==> config.mk <==
export PLATFORM = sky130hd
export DESIGN_NAME = audio_fifo_pair
export DESIGN_NICKNAME = d
export VERILOG_FILES = /design/src/rtl/afp_pkg.sv /design/src/rtl/afp_fifo.sv /design/src/rtl/afp_level.sv /design/src/rtl/afp_regs.sv /design/src/rtl/audio_fifo_pair.sv
export SDC_FILE = /design/constraint.sdc
export NUM_CORES = 1
export LEC_CHECK = 0
export BUFFER_PORTS_ARGS = -buffer_cell sky130_fd_sc_hd__buf_2
export CAP_MARGIN = 20
export CORE_UTILIZATION = 57
export CTS_BUF_LIST = sky130_fd_sc_hd__clkbuf_4
export CTS_CLUSTER_SIZE = 20
export DETAILED_ROUTE_END_ITERATION = 8
export PLACE_DENSITY_LB_ADDON = 0.15
export SLEW_MARGIN = 25
export SYNTH_ARGS = -nofsm -noshare
export SYNTH_HDL_FRONTEND = slang
export SYNTH_SLANG_ARGS = --single-unit
==> constraint.sdc <==
create_clock -name clk -period 4.9 [get_ports clk]
set_input_delay 0.735 -clock clk [delete_from_list [all_inputs] [get_ports clk]]
set_output_delay 0.735 -clock clk [all_outputs]
set_load 0.005 [all_outputs]
==> src/rtl/afp_pkg.sv <==
package afp_pkg;

    // Occupancy states of one sample FIFO
    typedef enum logic [1:0] {
        OCC_EMPTY   = 2'd0,
        OCC_PARTIAL = 2'd1,
        OCC_FULL    = 2'd2
    } occ_e;

    // Register map of the control port
    localparam int CTL_AW = 2;
    localparam int CTL_WW = 6;
    localparam int CTL_RW = 32;
    localparam logic [CTL_AW-1:0] ADDR_CFG    = 2'd0;
    localparam logic [CTL_AW-1:0] ADDR_IRQEN  = 2'd1;
    localparam logic [CTL_AW-1:0] ADDR_STATUS = 2'd2;

    // Configuration word bit positions
    localparam int CFG_TX_CLR = 0;
    localparam int CFG_TX_LVL = 1;  // two bits
    localparam int CFG_RX_CLR = 3;
    localparam int CFG_RX_LVL = 4;  // two bits

    // Interrupt source order
    localparam int NSRC       = 4;
    localparam int SRC_TX_LVL = 0;
    localparam int SRC_RX_LVL = 1;
    localparam int SRC_TX_ERR = 2;
    localparam int SRC_RX_ERR = 3;

    // Status word field positions
    localparam int ST_FREE_LSB = 8;
    localparam int ST_FILL_LSB = 16;

    // Threshold code to slot count
    function automatic int lvl_slots(input logic [1:0] code);
        unique case (code)
            2'd0:    return 1;
            2'd1:    return 4;
            2'd2:    return 8;
            default: return 12;
        endcase
    endfunction

endpackage

==> src/rtl/afp_fifo.sv <==
module afp_fifo
    import afp_pkg::*;
#(
    parameter int W         = 32,
    parameter int DEPTH     = 16,
    parameter bit POP_FAULT = 1'b1,   // 1: flag pop-on-empty, 0: flag push-on-full
    localparam int AW = $clog2(DEPTH),
    localparam int CW = $clog2(DEPTH + 1)
) (
    input  logic          clk,
    input  logic          rst_n,
    input  logic          clr,
    input  logic          push,
    input  logic [W-1:0]  wdata,
    input  logic          pop,
    output logic [W-1:0]  rdata,
    output logic [CW-1:0] count,
    output logic          fault
);

    localparam logic [CW-1:0] DEPTH_C = CW'(DEPTH);
    localparam logic [CW-1:0] LAST_C  = CW'(DEPTH - 1);

    occ_e          st_q, st_d;
    logic [W-1:0]  mem [DEPTH];
    logic [AW-1:0] wr_ptr, rd_ptr;
    logic [CW-1:0] cnt_q;
    logic          full, empty;
    logic          push_ok, pop_ok;

    // State register
    always_ff @(posedge clk) begin
        if (!rst_n) st_q <= OCC_EMPTY;
        else        st_q <= st_d;
    end

    // Next-state logic
    always_comb begin
        st_d = st_q;
        unique case (st_q)
            OCC_EMPTY: begin
                if (!clr && push_ok)
                    st_d = (DEPTH == 1) ? OCC_FULL : OCC_PARTIAL;
            end
            OCC_PARTIAL: begin
                if (clr)
                    st_d = OCC_EMPTY;
                else if (push_ok && !pop_ok && cnt_q == LAST_C)
                    st_d = OCC_FULL;
                else if (pop_ok && !push_ok && cnt_q == CW'(1))
                    st_d = OCC_EMPTY;
            end
            OCC_FULL: begin
                if (clr)
                    st_d = OCC_EMPTY;
                else if (pop_ok)
                    st_d = (DEPTH == 1) ? OCC_EMPTY : OCC_PARTIAL;
            end
            default: st_d = OCC_EMPTY;
        endcase
    end

    // Outputs decoded from the state
    always_comb begin
        full  = 1'b0;
        empty = 1'b0;
        unique case (st_q)
            OCC_EMPTY:   empty = 1'b1;
            OCC_PARTIAL: ;
            OCC_FULL:    full  = 1'b1;
            default:     empty = 1'b1;
        endcase
        push_ok = push && !full;
        pop_ok  = pop  && !empty;
    end

    // Pointer and count datapath; clear wins over push and pop
    always_ff @(posedge clk) begin
        if (!rst_n || clr) begin
            wr_ptr <= '0;
            rd_ptr <= '0;
            cnt_q  <= '0;
        end else begin
            if (push_ok) wr_ptr <= wr_ptr + 1'b1;
            if (pop_ok)  rd_ptr <= rd_ptr + 1'b1;
            unique case ({push_ok, pop_ok})
                2'b10:   cnt_q <= cnt_q + 1'b1;
                2'b01:   cnt_q <= cnt_q - 1'b1;
                default: cnt_q <= cnt_q;
            endcase
        end
    end

    // Storage, not reset
    always_ff @(posedge clk) begin
        if (push_ok && !clr) mem[wr_ptr] <= wdata;
    end

    assign rdata = mem[rd_ptr];
    assign count = cnt_q;

    // Fault flavour picked per instance
    generate
        if (POP_FAULT) begin : g_pop_fault
            assign fault = pop && empty && !clr;
        end else begin : g_push_fault
            assign fault = push && full && !clr;
        end
    endgenerate

    AST_CNT_BOUND: assert property (@(posedge clk) disable iff (!rst_n)
        cnt_q <= DEPTH_C);
    AST_CLR_EMPTIES: assert property (@(posedge clk) disable iff (!rst_n)
        clr |=> (cnt_q == '0));
    AST_FULL_PUSH_HOLD: assert property (@(posedge clk) disable iff (!rst_n)
        (cnt_q == DEPTH_C && push && !pop && !clr) |=> $stable(cnt_q));
    AST_EMPTY_POP_HOLD: assert property (@(posedge clk) disable iff (!rst_n)
        (cnt_q == '0 && pop && !push && !clr) |=> (cnt_q == '0));
    AST_OCC_MATCH: assert property (@(posedge clk) disable iff (!rst_n)
        ((st_q == OCC_EMPTY) == (cnt_q == '0)) && ((st_q == OCC_FULL) == (cnt_q == DEPTH_C)));

endmodule

==> src/rtl/afp_level.sv <==
module afp_level
    import afp_pkg::*;
#(
    parameter int DEPTH = 16,
    localparam int CW = $clog2(DEPTH + 1)
) (
    input  logic [CW-1:0] metric,
    input  logic [1:0]    code,
    output logic          reached
);

    always_comb begin
        reached = (int'(metric) >= lvl_slots(code));
    end

    always_comb begin
        if (metric == '0)
            AST_LVL_ZERO: assert (!reached);
        if (int'(metric) == DEPTH)
            AST_LVL_FULLDEPTH: assert (reached);
    end

endmodule

==> src/rtl/afp_regs.sv <==
module afp_regs
    import afp_pkg::*;
#(
    parameter int DEPTH = 16,
    localparam int CW = $clog2(DEPTH + 1)
) (
    input  logic              clk,
    input  logic              rst_n,
    input  logic              ctl_wr,
    input  logic [CTL_AW-1:0] ctl_addr,
    input  logic [CTL_WW-1:0] ctl_wdata,
    output logic [CTL_RW-1:0] ctl_rdata,
    input  logic              tx_fault,
    input  logic              rx_fault,
    input  logic              tx_level,
    input  logic              rx_level,
    input  logic [CW-1:0]     tx_free,
    input  logic [CW-1:0]     rx_fill,
    output logic              tx_clr,
    output logic              rx_clr,
    output logic [1:0]        tx_code,
    output logic [1:0]        rx_code,
    output logic              tx_err,
    output logic              rx_err,
    output logic              irq
);

    logic            wr_cfg, wr_en, wr_st;
    logic [NSRC-1:0] irq_en, src;
    logic            tx_err_q, rx_err_q;

    assign wr_cfg = ctl_wr && (ctl_addr == ADDR_CFG);
    assign wr_en  = ctl_wr && (ctl_addr == ADDR_IRQEN);
    assign wr_st  = ctl_wr && (ctl_addr == ADDR_STATUS);

    // Clear pulses act in the cycle of the write
    assign tx_clr = wr_cfg && ctl_wdata[CFG_TX_CLR];
    assign rx_clr = wr_cfg && ctl_wdata[CFG_RX_CLR];

    always_ff @(posedge clk) begin
        if (!rst_n) begin
            tx_code <= '0;
            rx_code <= '0;
            irq_en  <= '0;
        end else begin
            if (wr_cfg) begin
                tx_code <= ctl_wdata[CFG_TX_LVL +: 2];
                rx_code <= ctl_wdata[CFG_RX_LVL +: 2];
            end
            if (wr_en) irq_en <= ctl_wdata[NSRC-1:0];
        end
    end

    // Sticky error flags: a new event beats a write-one clear
    always_ff @(posedge clk) begin
        if (!rst_n) begin
            tx_err_q <= 1'b0;
            rx_err_q <= 1'b0;
        end else begin
            if (tx_fault)                    tx_err_q <= 1'b1;
            else if (wr_st && ctl_wdata[0])  tx_err_q <= 1'b0;
            if (rx_fault)                    rx_err_q <= 1'b1;
            else if (wr_st && ctl_wdata[1])  rx_err_q <= 1'b0;
        end
    end

    assign tx_err = tx_err_q;
    assign rx_err = rx_err_q;

    always_comb begin
        src             = '0;
        src[SRC_TX_LVL] = tx_level;
        src[SRC_RX_LVL] = rx_level;
        src[SRC_TX_ERR] = tx_err_q;
        src[SRC_RX_ERR] = rx_err_q;
        irq             = |(src & irq_en);
    end

    // Read mux
    always_comb begin
        ctl_rdata = '0;
        unique case (ctl_addr)
            ADDR_CFG: begin
                ctl_rdata[CFG_TX_LVL +: 2] = tx_code;
                ctl_rdata[CFG_RX_LVL +: 2] = rx_code;
            end
            ADDR_IRQEN: ctl_rdata[NSRC-1:0] = irq_en;
            ADDR_STATUS: begin
                ctl_rdata[0]                = tx_err_q;
                ctl_rdata[1]                = rx_err_q;
                ctl_rdata[2]                = tx_level;
                ctl_rdata[3]                = rx_level;
                ctl_rdata[ST_FREE_LSB +: CW] = tx_free;
                ctl_rdata[ST_FILL_LSB +: CW] = rx_fill;
            end
            default: ctl_rdata = '0;
        endcase
    end

    AST_TX_ERR_STICKY: assert property (@(posedge clk) disable iff (!rst_n)
        (tx_err_q && !(wr_st && ctl_wdata[0])) |=> tx_err_q);
    AST_RX_ERR_STICKY: assert property (@(posedge clk) disable iff (!rst_n)
        (rx_err_q && !(wr_st && ctl_wdata[1])) |=> rx_err_q);
    AST_TX_FAULT_SETS: assert property (@(posedge clk) disable iff (!rst_n)
        tx_fault |=> tx_err_q);
    AST_RX_FAULT_SETS: assert property (@(posedge clk) disable iff (!rst_n)
        rx_fault |=> rx_err_q);
    AST_IRQ_MASKED: assert property (@(posedge clk) disable iff (!rst_n)
        (irq_en == '0) |-> !irq);

endmodule

==> src/rtl/audio_fifo_pair.sv <==
module audio_fifo_pair
    import afp_pkg::*;
#(
    parameter int W     = 32,
    parameter int DEPTH = 16,
    localparam int CW = $clog2(DEPTH + 1)
) (
    input  logic              clk,
    input  logic              rst_n,
    input  logic              tx_push,
    input  logic [W-1:0]      tx_wdata,
    input  logic              tx_pop,
    output logic [W-1:0]      tx_rdata,
    output logic [CW-1:0]     tx_free,
    output logic              tx_level,
    input  logic              rx_push,
    input  logic [W-1:0]      rx_wdata,
    input  logic              rx_pop,
    output logic [W-1:0]      rx_rdata,
    output logic [CW-1:0]     rx_fill,
    output logic              rx_level,
    input  logic              ctl_wr,
    input  logic [CTL_AW-1:0] ctl_addr,
    input  logic [CTL_WW-1:0] ctl_wdata,
    output logic [CTL_RW-1:0] ctl_rdata,
    output logic              tx_err,
    output logic              rx_err,
    output logic              irq
);

    localparam logic [CW-1:0] DEPTH_C = CW'(DEPTH);

    logic          tx_clr, rx_clr;
    logic          tx_fault, rx_fault;
    logic [1:0]    tx_code, rx_code;
    logic [CW-1:0] tx_cnt;

    afp_fifo #(.W(W), .DEPTH(DEPTH), .POP_FAULT(1'b1)) u_tx_fifo (
        .clk   (clk),
        .rst_n (rst_n),
        .clr   (tx_clr),
        .push  (tx_push),
        .wdata (tx_wdata),
        .pop   (tx_pop),
        .rdata (tx_rdata),
        .count (tx_cnt),
        .fault (tx_fault)
    );

    afp_fifo #(.W(W), .DEPTH(DEPTH), .POP_FAULT(1'b0)) u_rx_fifo (
        .clk   (clk),
        .rst_n (rst_n),
        .clr   (rx_clr),
        .push  (rx_push),
        .wdata (rx_wdata),
        .pop   (rx_pop),
        .rdata (rx_rdata),
        .count (rx_fill),
        .fault (rx_fault)
    );

    assign tx_free = DEPTH_C - tx_cnt;

    afp_level #(.DEPTH(DEPTH)) u_tx_level (
        .metric  (tx_free),
        .code    (tx_code),
        .reached (tx_level)
    );

    afp_level #(.DEPTH(DEPTH)) u_rx_level (
        .metric  (rx_fill),
        .code    (rx_code),
        .reached (rx_level)
    );

    afp_regs #(.DEPTH(DEPTH)) u_regs (
        .clk       (clk),
        .rst_n     (rst_n),
        .ctl_wr    (ctl_wr),
        .ctl_addr  (ctl_addr),
        .ctl_wdata (ctl_wdata),
        .ctl_rdata (ctl_rdata),
        .tx_fault  (tx_fault),
        .rx_fault  (rx_fault),
        .tx_level  (tx_level),
        .rx_level  (rx_level),
        .tx_free   (tx_free),
        .rx_fill   (rx_fill),
        .tx_clr    (tx_clr),
        .rx_clr    (rx_clr),
        .tx_code   (tx_code),
        .rx_code   (rx_code),
        .tx_err    (tx_err),
        .rx_err    (rx_err),
        .irq       (irq)
    );

    AST_TX_CLR_NO_ERR: assert property (@(posedge clk) disable iff (!rst_n)
        (tx_clr && !tx_err) |=> !tx_err);
    AST_RX_CLR_NO_ERR: assert property (@(posedge clk) disable iff (!rst_n)
        (rx_clr && !rx_err) |=> !rx_err);

endmodule

* Word level (Yosys, flattened, before mapping)
Memories as Yosys holds them, arrays and structs flattened. A register that Yosys moved wholly into a read port is not among the register bits.
Cells that the tools add are included.
** Storage, ports and cells
- Flip-flop bits (word level) :: 40
- Word-level logic and storage cells :: 140
- Memory bits (writable) :: 1024
- Output and inout port bits :: 111
- Memories :: 2
** Memory list
- u_rx_fifo.mem :: depth 16, width 32, rd ports 1, clocked after memory_dff 1, write ports 1, line afp_fifo.sv:25 : logic [W-1:0] mem [DEPTH];
- u_tx_fifo.mem :: depth 16, width 32, rd ports 1, clocked after memory_dff 1, write ports 1, line afp_fifo.sv:25
** Cells by class
- Bitwise logic cells :: 1
- $lt $le $gt $ge :: 2
- $add $sub $neg :: 9
- Eq/ne operators :: 24
- Reductions and logical operators :: 50
- Muxes and demuxes :: 39
** Operators by type and width (count)
- $mux W2 :: 13
- $logic_and A1 B1 Y1 :: 25
- $pmux W4 S3 :: 2
- $pmux W5 S2 :: 2
- $pmux W2 S3 :: 3
- $add A4 B1 Y4 const B :: 4
- $mux W4 :: 4
- $eq A2 B1 Y1 const B :: 7
- $eq A2 B2 Y1 const B :: 7
- $mux W1 :: 11
- $add A5 B1 Y5 const B :: 2
- $eq A5 B1 Y1 const B :: 2
- $eq A5 B4 Y1 const B :: 2
- $ge A5 B4 Y1 :: 2
- $logic_not A2 Y1 :: 5
- $mux W5 :: 2
- $sub A5 B1 Y5 const B :: 2
- $logic_not A1 Y1 :: 9
- $ne A4 B1 Y1 const B :: 2
- $reduce_bool A2 Y1 :: 4
- $ne A3 B1 Y1 const B :: 2
- $reduce_and A3 Y1 :: 2
- $sub A5 B5 Y5 const A :: 1
- $and A4 B4 Y4 :: 1
- 5 further kinds :: 9

* Longest topological paths before layout
Gate-level depths: netlist (run 1).
- Depth in word-level cells :: 11
- Depth in mapped cells :: 10
- Gate-level depth less buffers :: 9

* Modules after synthesis
From an unflattened synthesis (run 1), not the netlist that was laid out.
** Second synthesis, totals
- Cells, all modules :: 1956
- Area total of the unflattened synthesis :: 41456.0 µm²
** Modules (own cells, without submodules)
- afp_fifo at u_rx_fifo :: times used 1, seq. area each 15755.1 µm², cells an instance 920, area an instance 20231.9 µm²
- afp_fifo at u_tx_fifo :: times used 1, seq. area each 15755.1 µm², cells an instance 912, area an instance 20205.6 µm²
- afp_regs :: times used 1, seq. area each 200.2 µm², cells an instance 94, area an instance 787.0 µm²
- afp_level :: times used 2, seq. area each 0.0 µm², cells an instance 11, area an instance 81.3 µm²
- audio_fifo_pair :: times used 1, seq. area each 0.0 µm², cells an instance 8, area an instance 68.8 µm²

* Worst setup path after synthesis (run 1)
Ideal clock, no wire load.
- Path kind :: in2reg
- Start :: input ctl_addr[0]
- End :: memory u_tx_fifo.mem[3][0], enable pin
- Cell stages on the path :: 6
- Slack :: 0.749 ns
- Data arrival time :: 3.690 ns
- Path through :: inv_1 ha_1 nand3_1 and2_1 nand2_1 nor3_1
** On the way
- Word-level cells in the longest chain between the ends :: 7
** RTL lines
- from (decl) :: line audio_fifo_pair.sv:23 : input logic [CTL_AW-1:0] ctl_addr,
- $logic_not A2 Y1 :: line afp_regs.sv:32 : assign wr_cfg = ctl_wr && (ctl_addr == ADDR_CFG);
- $logic_and A1 B1 Y1 :: line afp_regs.sv:32
- $logic_and A1 B1 Y1 :: line afp_regs.sv:37 : assign tx_clr = wr_cfg && ctl_wdata[CFG_TX_CLR];
- $logic_not A1 Y1 :: line afp_fifo.sv:96 : if (push_ok && !clr) mem[wr_ptr] <= wdata;
- $logic_and A1 B1 Y1 :: line afp_fifo.sv:96
- $mux W1 :: line afp_fifo.sv:96
- $mux W1 (implied by the code) :: line afp_fifo.sv:96
- to (decl) :: line afp_fifo.sv:25
Every way passes these cells.

* Worst setup path in the final report (run 1)
- Start :: register u_tx_fifo.cnt_q[0] (netlist: u_tx_fifo.count[0])
- End :: output irq
** On the way
- Word-level cells in the longest chain between the ends :: 4
** RTL lines
- from (decl) :: line afp_fifo.sv:27 : logic [CW-1:0] cnt_q;
- from (signal assigned) :: line afp_fifo.sv:87 : 2'b10: cnt_q <= cnt_q + 1'b1;
- from (signal assigned) :: line afp_fifo.sv:88 : 2'b01: cnt_q <= cnt_q - 1'b1;
- from (signal assigned) :: line afp_fifo.sv:89 : default: cnt_q <= cnt_q;
- $sub A5 B5 Y5 :: line audio_fifo_pair.sv:62 : assign tx_free = DEPTH_C - tx_cnt;
- $ge A5 B4 Y1 :: line afp_level.sv:13 : reached = (int'(metric) >= lvl_slots(code));
- $and A4 B4 Y4 :: line afp_regs.sv:76 : irq = |(src & irq_en);
- $reduce_or A4 Y1 :: line afp_regs.sv:76
- to (decl) :: line audio_fifo_pair.sv:28 : output logic irq
Every way passes these cells.

==> metrics, run 1 <==
status finished clean; cells on worst reg2reg path 8; CTS resizes 0; Mapped Cells 1952; reg2reg end u_tx_fifo.mem[8][16]; vias in the first global route 22738; number of synthesized register bits 1072; First-pass DRT Iterations 5; met1 Track Usage GR 29.65%; DIE WIDTH 271.1 um; critical path's slowest cell dfxtp_1; flop2flop setup slack 1.92 ns; GPL Wtd Cong 0.7723; DR vias 20915; aggregate negative setup slack 0 ns; CP Launch Point u_tx_fifo.count[0]; DP HPWL 51.99 mm; Vias/cell 5.872; post-route cell area 48030 sq um; placed insts 3039; P_leak 15.86 nW; CP Cell Sequence inv_1 > ha_1 > xnor2_1 > ha_1 > o21ai_0 > nor2_1 > or3_4 > a221o_1 > buf_2; Required @ worst endpoint 4.16 ns; Startpoint Class flop; critical path class flop to primary output; Netlist Area Pre-Place 41260 sq um; grt ovf 0; Power Density 401.5 nW/um^2; Initial Utilization 57.63%; Final setup viols 0; ys flop type edfxtp_1; max_slew headroom 32.29%; Post-synth EDFFs 1024; most used routing layer met2; ranking of synthesized cells by area edfxtp_1 75%, mux4_2 14%, a22oi_1 2.4%, dfxtp_1 2.3%, ha_1 1.2%; post-CTS setup buffer count 0; peak supply drop 0.2744 mV; top cell type's share of synthesized area 74.52%; worst slew pin tran 1.016 ns; clock-pin slew of the registers on the worst-case setup and hold paths 0.06 ns; WL/cell 24.44 um; Syn-to-layout area delta 16.39%; CP endpoint kind primary output; RSZ-0062 raised after global routing false; Mean Syn Cell Area 21.14 sq um; number of CTS-inserted buffers 288; GR Layer Usage met3 4.686%; final core utilization 67.07%; pin count of the biggest net entering global routing 67; Max Cap Violations 0; Final Slew Violations 0; Crit path arrival time 3.50 ns; final period utilization 86.45%; gr usage total 24.36%; hold_buf cts 66; slowest stage delay, CP 0.49 ns; R2R Path Start u_tx_fifo.st_q[0]; H-Tree Depth 5; nets 2564; crit-path most repeated cell ha_1; final hold viol count 0; Hold WC Path Type input pin to flop; core area 71610 sq um; Netlist cell types 52; hold endpoint u_rx_fifo.mem[1][6]; skew final 0.09946 ns; layout cells sized above 1 37.07%; leading area contributor after synthesis edfxtp_1; maximum clock path buffer count 4; Die Y 271.1 um; Async SR Flop Fraction 0%; IO Count 190; Rows 98; count leader, synth edfxtp_1; CTS tree built; Peak Freq 236.1 MHz; Clk Tree Root Cell clkbuf_4; worst-path fanout max 9; Residual DRC 0; min-delay src rx_wdata[6]; clk_lat worst skew 1.11 ns; Seq/Total Area, Yosys 76.85%; M2 GR Usage 42.16%; initial antenna violation count 6; DR iter-0 viols 1678; PortBufs 173; Die Footprint 73470 sq um; hold path depth 1; first-pass GRT wire length 132.5 mm; Power Total 19.28 mW; Non-Filler Instances 3562; Post-DP Area 44070 sq um; warning count from the yosys run 0; Post-synth top cells 1024 x edfxtp_1, 256 x mux4_2, 131 x a22oi_1; clk sinks 1072; fin crit period 4.236 ns; WL final 87.06 mm; post-route ant nets 0
==> sequential cells by signal (all words and copies together), names as in the netlist, 4 cells and up, named ones only <==
signal,cells
u_regs.irq_en,4
u_tx_fifo.mem,512
u_tx_fifo.wr_ptr,4
u_rx_fifo.count,5
u_tx_fifo.count,5
u_rx_fifo.wr_ptr,4
u_rx_fifo.rd_ptr,4
u_tx_fifo.rd_ptr,4
u_rx_fifo.mem,512
==> worst max-delay path: cells and delay by family (launching register included) <==
kind | cells | cell delay, ns
adder cells (fa/ha/maj) | 2 | 0.54
AO/OA/AOI/OAI | 2 | 0.44
buffers and inverters | 2 | 0.25
flip-flops | 1 | 0.49
XOR/XNOR | 1 | 0.35
AND/OR/NAND/NOR | 2 | 0.40
==> layer usage <==
| metal | vias up | routed length [um] | part of all wire (%) |
|---|---|---|---|
| met2 | 699 | 46640 | 54 |
| met3 | 183 | 4295 | 4.9 |
| met5 | - | 0 | 0 |
| li1 | 9208 | - | - |
| met4 | 0 | 2616 | 3.0 |
| met1 | 10825 | 33510 | 38 |
==> cell families (layout without fill, tap and decap cells) <==
logic type,Yosys count,count (layout),synth area share (%)
mux,260,260,14.07
flops,1072,1072,76.85
compound gates,173,173,3.087
other cells,1,25,0.009088
simple gates,244,244,2.765
fa+ha+maj,40,40,1.213
xor+xnor,22,22,0.4669
buf+inv,140,776,1.543
==> how the worst max path moves through the flow <==
stage	cells past startpoint	slack (ns)	to
floorplan	6	0.75	u_tx_fifo.mem[3][0]
global placement	8	1.47	u_tx_fifo.mem[10][14]
detailed placement	8	1.41	u_tx_fifo.mem[8][22]
CTS	5	0.52	tx_rdata[6]
global route	9	0.37	irq
finish	9	0.66	irq
==> where the power goes <==
part	total [mW]	switching, mW	internal (mW)
sequential	10.3	0.137	10.2
combinational	1.77	0.875	0.899
clock	7.21	3.34	3.87
==> metrics by stage <==
stage / hold slack [ns] / worst slack, ns
final: 0.07927 / 0.6640
after floorplan: 0.4562 / 0.7492
after detailed placement: 0.4887 / 1.408
after global routing: -0.01321 / 0.3732
after CTS: 0.004372 / 0.5187
after global placement: 0.4751 / 1.474
==> cell usage in the layout, fill, tap and decap left out, types with 30 or more instances in the layout <==
cell and count:
ha_1 40, clkinv_1 31, dfxtp_1 44, clkbuf_4 407, buf_2 173, nor2_4 30
buf_4 34, mux4_2 256, a22oi_1 131, edfxtp_1 1024, nand2_1 108, dlygate4sd3_1 66
==> cell type report <==
| cell class | instances | area (sq um) |
|---|---|---|
| diodes | 9 | 22.52 |
| clock buffers | 407 | 3055 |
| clock inverters | 41 | 217.7 |
| fillers | 4796 | 23580 |
| inverters | 25 | 93.84 |
| multi-input cells | 755 | 9251 |
| flip-flops and latches | 1072 | 31730 |
| well taps | 950 | 1189 |
| repair buffers | 303 | 2475 |
Note: power is estimated with default switching activity, not from simulation.
==> run 2, diff against run 1 <==
- CORE_UTILIZATION: 57 -> 50
- SLEW_MARGIN: 25 -> not set
- SYNTH_HIERARCHICAL: not set -> 1
==> run 2 against run 1 <==
Synthesized area rose by 0.46%. Setup slack improved by 0.017 ns. Die area rose by 14%. Largest cell class unchanged. Register-to-register slack got worse by 0.03 ns.
==> metrics, run 2 <==
commonest non-fill, non-tap cell in the layout edfxtp_1; top flop regs u_rx_fifo/mem (512), u_tx_fifo/mem (512); Peak Freq 237.0 MHz; Netlist cell types 54; fin crit period 4.219 ns; H-Tree Depth 5; Power Total 19.78 mW; layout cells sized above 1 36.81%; skew final 0.07603 ns; R2R Path Start u_rx_fifo/st_q[0]; Startpoint Class flop; Final Slew Violations 0; DP HPWL 49.10 mm; PortBufs 173; DIE WIDTH 289.9 um; max_slew headroom 23.27%; P_int 15.31 mW; top cell type's share of synthesized area 74.17%; ys flop type edfxtp_1; clock share of power 37.6%; Residual DRC 0; RSZ-0062 raised after global routing false; Netlist Area Pre-Place 41460 sq um; WL final 87.10 mm; Crit path arrival time 3.48 ns; initial antenna violation count 3; Final setup viols 0; peak supply drop 0.2827 mV; Required @ worst endpoint 4.16 ns; number of CTS-inserted buffers 293; Mapped Cells 1956; area occupied by multi-input gates 9198 sq um; first-pass GRT wire length 133.4 mm; clock-pin slew of the registers on the worst-case setup and hold paths 0.07 ns; count leader, synth edfxtp_1; Post-synth EDFFs 1024; clk sinks 1072; maximum clock path buffer count 4; flop2flop setup slack 1.89 ns; DR vias 20762; P_leak 15.78 nW; Power Density 412.7 nW/um^2; Seq/Total Area, Yosys 76.49%; Non-Filler Instances 3698; GPL Wtd Cong 0.7430; warning count from the yosys run 6; Syn-to-layout area delta 15.65%; leading cell types in the layout, fill and taps excluded 1024 x edfxtp_1, 432 x clkbuf_4, 256 x mux4_2; ranking of synthesized cells by area edfxtp_1 74%, mux4_2 14%, a22oi_1 2.4%, dfxtp_1 2.3%, ha_1 1.2%; Sw Ratio 22.64%; Vias/cell 5.614; placed insts 3131; min-delay src tx_push; critical path class flop to primary output; Post-synth top cells 1024 x edfxtp_1, 256 x mux4_2, 132 x a22oi_1; post-route ant nets 0; grt ovf 0; FF+latch area 31730 sq um; Initial Utilization 50.49%; pin count of the biggest net entering global routing 46; IO Count 190; final hold viol count 0; number of synthesized register bits 1072; status finished clean; First-pass DRT Iterations 7; final period utilization 86.10%; Rows 105; DR iter-0 viols 1325; sequential share of power 52.2%; Psw 4.479 mW; Mean Syn Cell Area 21.19 sq um; CTS resizes 0; Async SR Flop Fraction 0%; CTS tree built; Die Footprint 84070 sq um; WL/cell 23.55 um; clk_lat worst skew 1.10 ns; core area 82110 sq um; # fillers 6167; CP endpoint kind primary output; Clk Tree Root Cell clkbuf_4; Post-DP Area 43590 sq um; nets 2558; aggregate negative setup slack 0 ns; gr usage total 21.25%; Gate power share 10.1%; Die Y 289.9 um; vias in the first global route 22661; post-CTS setup buffer count 0; Max Cap Violations 0; leading area contributor after synthesis edfxtp_1; Hold WC Path Type input pin to flop; worst slew pin tran 1.148 ns; final hold slack 0.1409 ns; worst-path fanout max 33; post-route cell area 47940 sq um
## run 2: changes by cell type after synthesis, sizes merged, moves of 3 or more
| cell | previous run | this run |
|---|---|---|
| a21oi | 11 | 21 |
| clkbuf | 64 | 46 |
| nand3 | 14 | 8 |
| buf | 51 | 67 |
| a21boi | 10 | 2 |
| a41oi | 0 | 3 |
| a21bo | 1 | 8 |
| inv | 23 | 32 |
| nor2 | 58 | 40 |
| and2 | 15 | 43 |
| o21ai | 6 | 12 |
| nand2 | 108 | 87 |
## run 2: stage by stage
step	worst slack (ns)	utilization (%)
floorplan	0.6275	-
global placement	1.318	53.06
detailed placement	1.164	53.09
finish	0.6811	58.39
CTS	0.4383	58.28
global route	0.3458	58.37
## run 2: cells by family (layout without fill, tap and decap cells)
kind of cell | Yosys count | in the layout | share of synthesized area, %
compound gates | 186 | 186 | 3.235
flops | 1072 | 1072 | 76.49
simple gates | 228 | 228 | 2.807
buf+inv | 145 | 793 | 1.723
fa+ha+maj | 41 | 41 | 1.237
xor+xnor | 22 | 22 | 0.4648
other cells | 1 | 25 | 0.009046
mux | 261 | 261 | 14.03
## run 2: final timing paths
path	cells past startpoint	end
worst max-delay path	5	rx_rdata[22]
worst min register to register	2	u_rx_fifo/st_q[0]
worst min-delay path	4	u_tx_fifo/wr_ptr[1]
worst max register to register	6	u_rx_fifo/mem[6][15]
## run 2: power groups by stage
stage | Sequential, mW | Combinational [mW] | Clock (mW)
after floorplan | 10.4 | 1.42 | 0
after global placement | 10.5 | 1.96 | 0
after detailed placement | 10.5 | 2.00 | 0
after CTS | 10.3 | 2.06 | 7.70
after global routing | 10.4 | 2.19 | 8.17
final | 10.3 | 2.00 | 7.44
## run 2: area by class of cell
type                    count  share of cell area (%)
clock buffers             432                   6.764
repair buffers            285                   4.316
diodes                      9                 0.04698
well taps                1070                   2.792
multi-input cells         754                   19.18
clock inverters            44                  0.4724
inverters                  32                  0.2505
flip-flops and latches   1072                   66.17
## run 2: worst max-delay path, cell delays in order, from the launching register on
cell	delay (ns)
dfxtp_4	0.82
buf_4	0.40
mux4_2	0.54
a22oi_1	0.31
nand2_1	0.13
buf_2	0.15
## run 2: what timing repair did
action | in CTS | in global routing
endpoints found under the setup margin | 0 | 0
hold buffers | 79 | 0
endpoints found under the hold margin | 988 | 0
## run 2: routing by layer
metal	vias up	wire length (um)	track usage, %
met5	-	24	0
met4	4	2122	8.848
met3	157	4135	4.588
met2	608	46730	37.10
met1	10784	34080	25.63
li1	9209	-	-
==> run 3, diff against run 2 <==
- REMOVE_ABC_BUFFERS: not set -> 1
==> run 3 against run 2 <==
Global-route usage decreased by 0.21 points. Highest routed layer is now met4. Combinational power about the same. Maximum frequency decreased by 1.2%. Total power about the same.
==> metrics, run 3 (synthesis results as in run 2) <==
status finished clean; critical path class flop to primary output; fin crit period 4.271 ns; max_slew headroom 23.41%; final period utilization 87.16%; DP HPWL 48.21 mm; layout cells sized above 1 36.35%; clk_lat worst skew 1.08 ns; DR iter-0 viols 1211; number of CTS-inserted buffers 294; first-pass GRT wire length 132.5 mm; grt ovf 0; final hold viol count 0; Crit path arrival time 3.54 ns; Place WS 1.142 ns; RSZ-0062 raised after global routing false; pin count of the biggest net entering global routing 58; Syn-to-layout area delta 15.37%; Required @ worst endpoint 4.16 ns; First-pass DRT Iterations 5; vias in the first global route 22886; min-delay src tx_push; aggregate negative setup slack 0 ns; initial antenna violation count 3; final core utilization 58.25%; Rows 105; worst slew pin tran 1.146 ns; Clk Tree Root Cell clkbuf_4; clock-pin slew of the registers on the worst-case setup and hold paths 0.06 ns; WL/cell 23.42 um; R2R Path Start u_rx_fifo/st_q[0]; nets 2548; peak supply drop 0.2967 mV; post-route ant nets 0; commonest non-fill, non-tap cell in the layout edfxtp_1; CTS resizes 0; PortBufs 173; Peak Freq 234.2 MHz; Die Footprint 84070 sq um; DR vias 20738; CP endpoint kind primary output; Max Cap Violations 0; H-Tree Depth 5; Initial Utilization 50.49%; top flop regs u_rx_fifo/mem (512), u_tx_fifo/mem (512); skew final 0.04846 ns; Power Density 413.9 nW/um^2; leading cell types in the layout, fill and taps excluded 1024 x edfxtp_1, 422 x clkbuf_4, 256 x mux4_2; core area 82110 sq um; worst-path fanout max 23; post-route setup slack 0.6293 ns; Die Y 289.9 um; GPL Wtd Cong 0.7661; DIE WIDTH 289.9 um; CTS tree built; P_leak 15.74 nW; maximum clock path buffer count 4; Final setup viols 0; Hold WC Path Type input pin to flop; Vias/cell 5.615; clk sinks 1072; IO Count 190; Startpoint Class flop; WL final 86.50 mm; Residual DRC 0; Final Slew Violations 0; gr usage total 21.04%
[run 3: cell types whose count changed in the layout (fill, tap and decap cells not counted), moves of 2 or more]
| cell | delta |
|---|---|
| clkbuf_4 | -10 |
| clkinv_1 | +15 |
| buf_12 | -2 |
| dlygate4sd3_1 | -3 |
| buf_4 | -5 |
| diode_2 | -5 |
| inv_2 | +4 |
[run 3: final cells by class]
cell class                      instances  area [sq um]
Tap cell                             1070          1339
Antenna cell                            4         10.01
Fill cell                            6114         34280
Clock inverter                         65         332.8
Sequential cell                      1072         31730
Multi-Input combinational cell        754          9198
Timing Repair Buffer                  274          1934
Inverter                               32         120.1
Clock buffer                          422          3168
[run 3: stage by stage]
| stage | power (mW) | cells | hold WS [ns] | area (sq um) |
|---|---|---|---|---|
| 6_report | 19.80 | 3693 | 0.1516 | 47830 |
| 3_3_place_gp | 12.44 | 3123 | 0.4808 | 43490 |
| 5_1_grt | 20.72 | 3693 | 0.1249 | 47830 |
| 4_1_cts | 20.11 | 3687 | 0.04869 | 47780 |
| 2_1_floorplan | 11.96 | 1858 | 0.4678 | 40920 |
| 3_5_place_dp | 12.48 | 3124 | 0.4969 | 43520 |
[run 3: where the power goes]
| part | switching, mW | total [mW] | internal (mW) |
|---|---|---|---|
| clock | 3.42 | 7.51 | 4.09 |
| sequential | 0.132 | 10.3 | 10.2 |
| combinational | 0.975 | 1.99 | 1.02 |
[run 3: layer usage]
metal / track usage, % / share of wire (%) / wire (um) / vias up
li1: - / - / - / 9213
met1: 25.46 / 40 / 34370 / 10781
met2: 36.78 / 53 / 46080 / 584
met3: 4.159 / 4.5 / 3854 / 160
met4: 9.107 / 2.5 / 2195 / 0
met5: 0 / 0 / 0 / -
[run 3: path summary, 6_finish.rpt]
check / end / slack [ns] / cells after the start
hold reg to reg: flop / 0.51 / 2
setup / recovery: rx_rdata[21] / 0.63 / 5
hold / removal: u_tx_fifo/wr_ptr[1] / 0.15 / 4
setup reg to reg: u_rx_fifo/mem[6][2] / 1.82 / 6
[run 3: worst max-delay path: stages, from the launching register on]
cell and delay [ns]:
dfxtp_4 0.65, buf_4 0.51, mux4_2 0.56, a22oi_1 0.42, nand2_1 0.14, buf_2 0.16
[run 3: timing repair]
action,CTS,global route
endpoints found under the hold margin,1024,0
hold buffers,76,0
buffers inserted,0,0
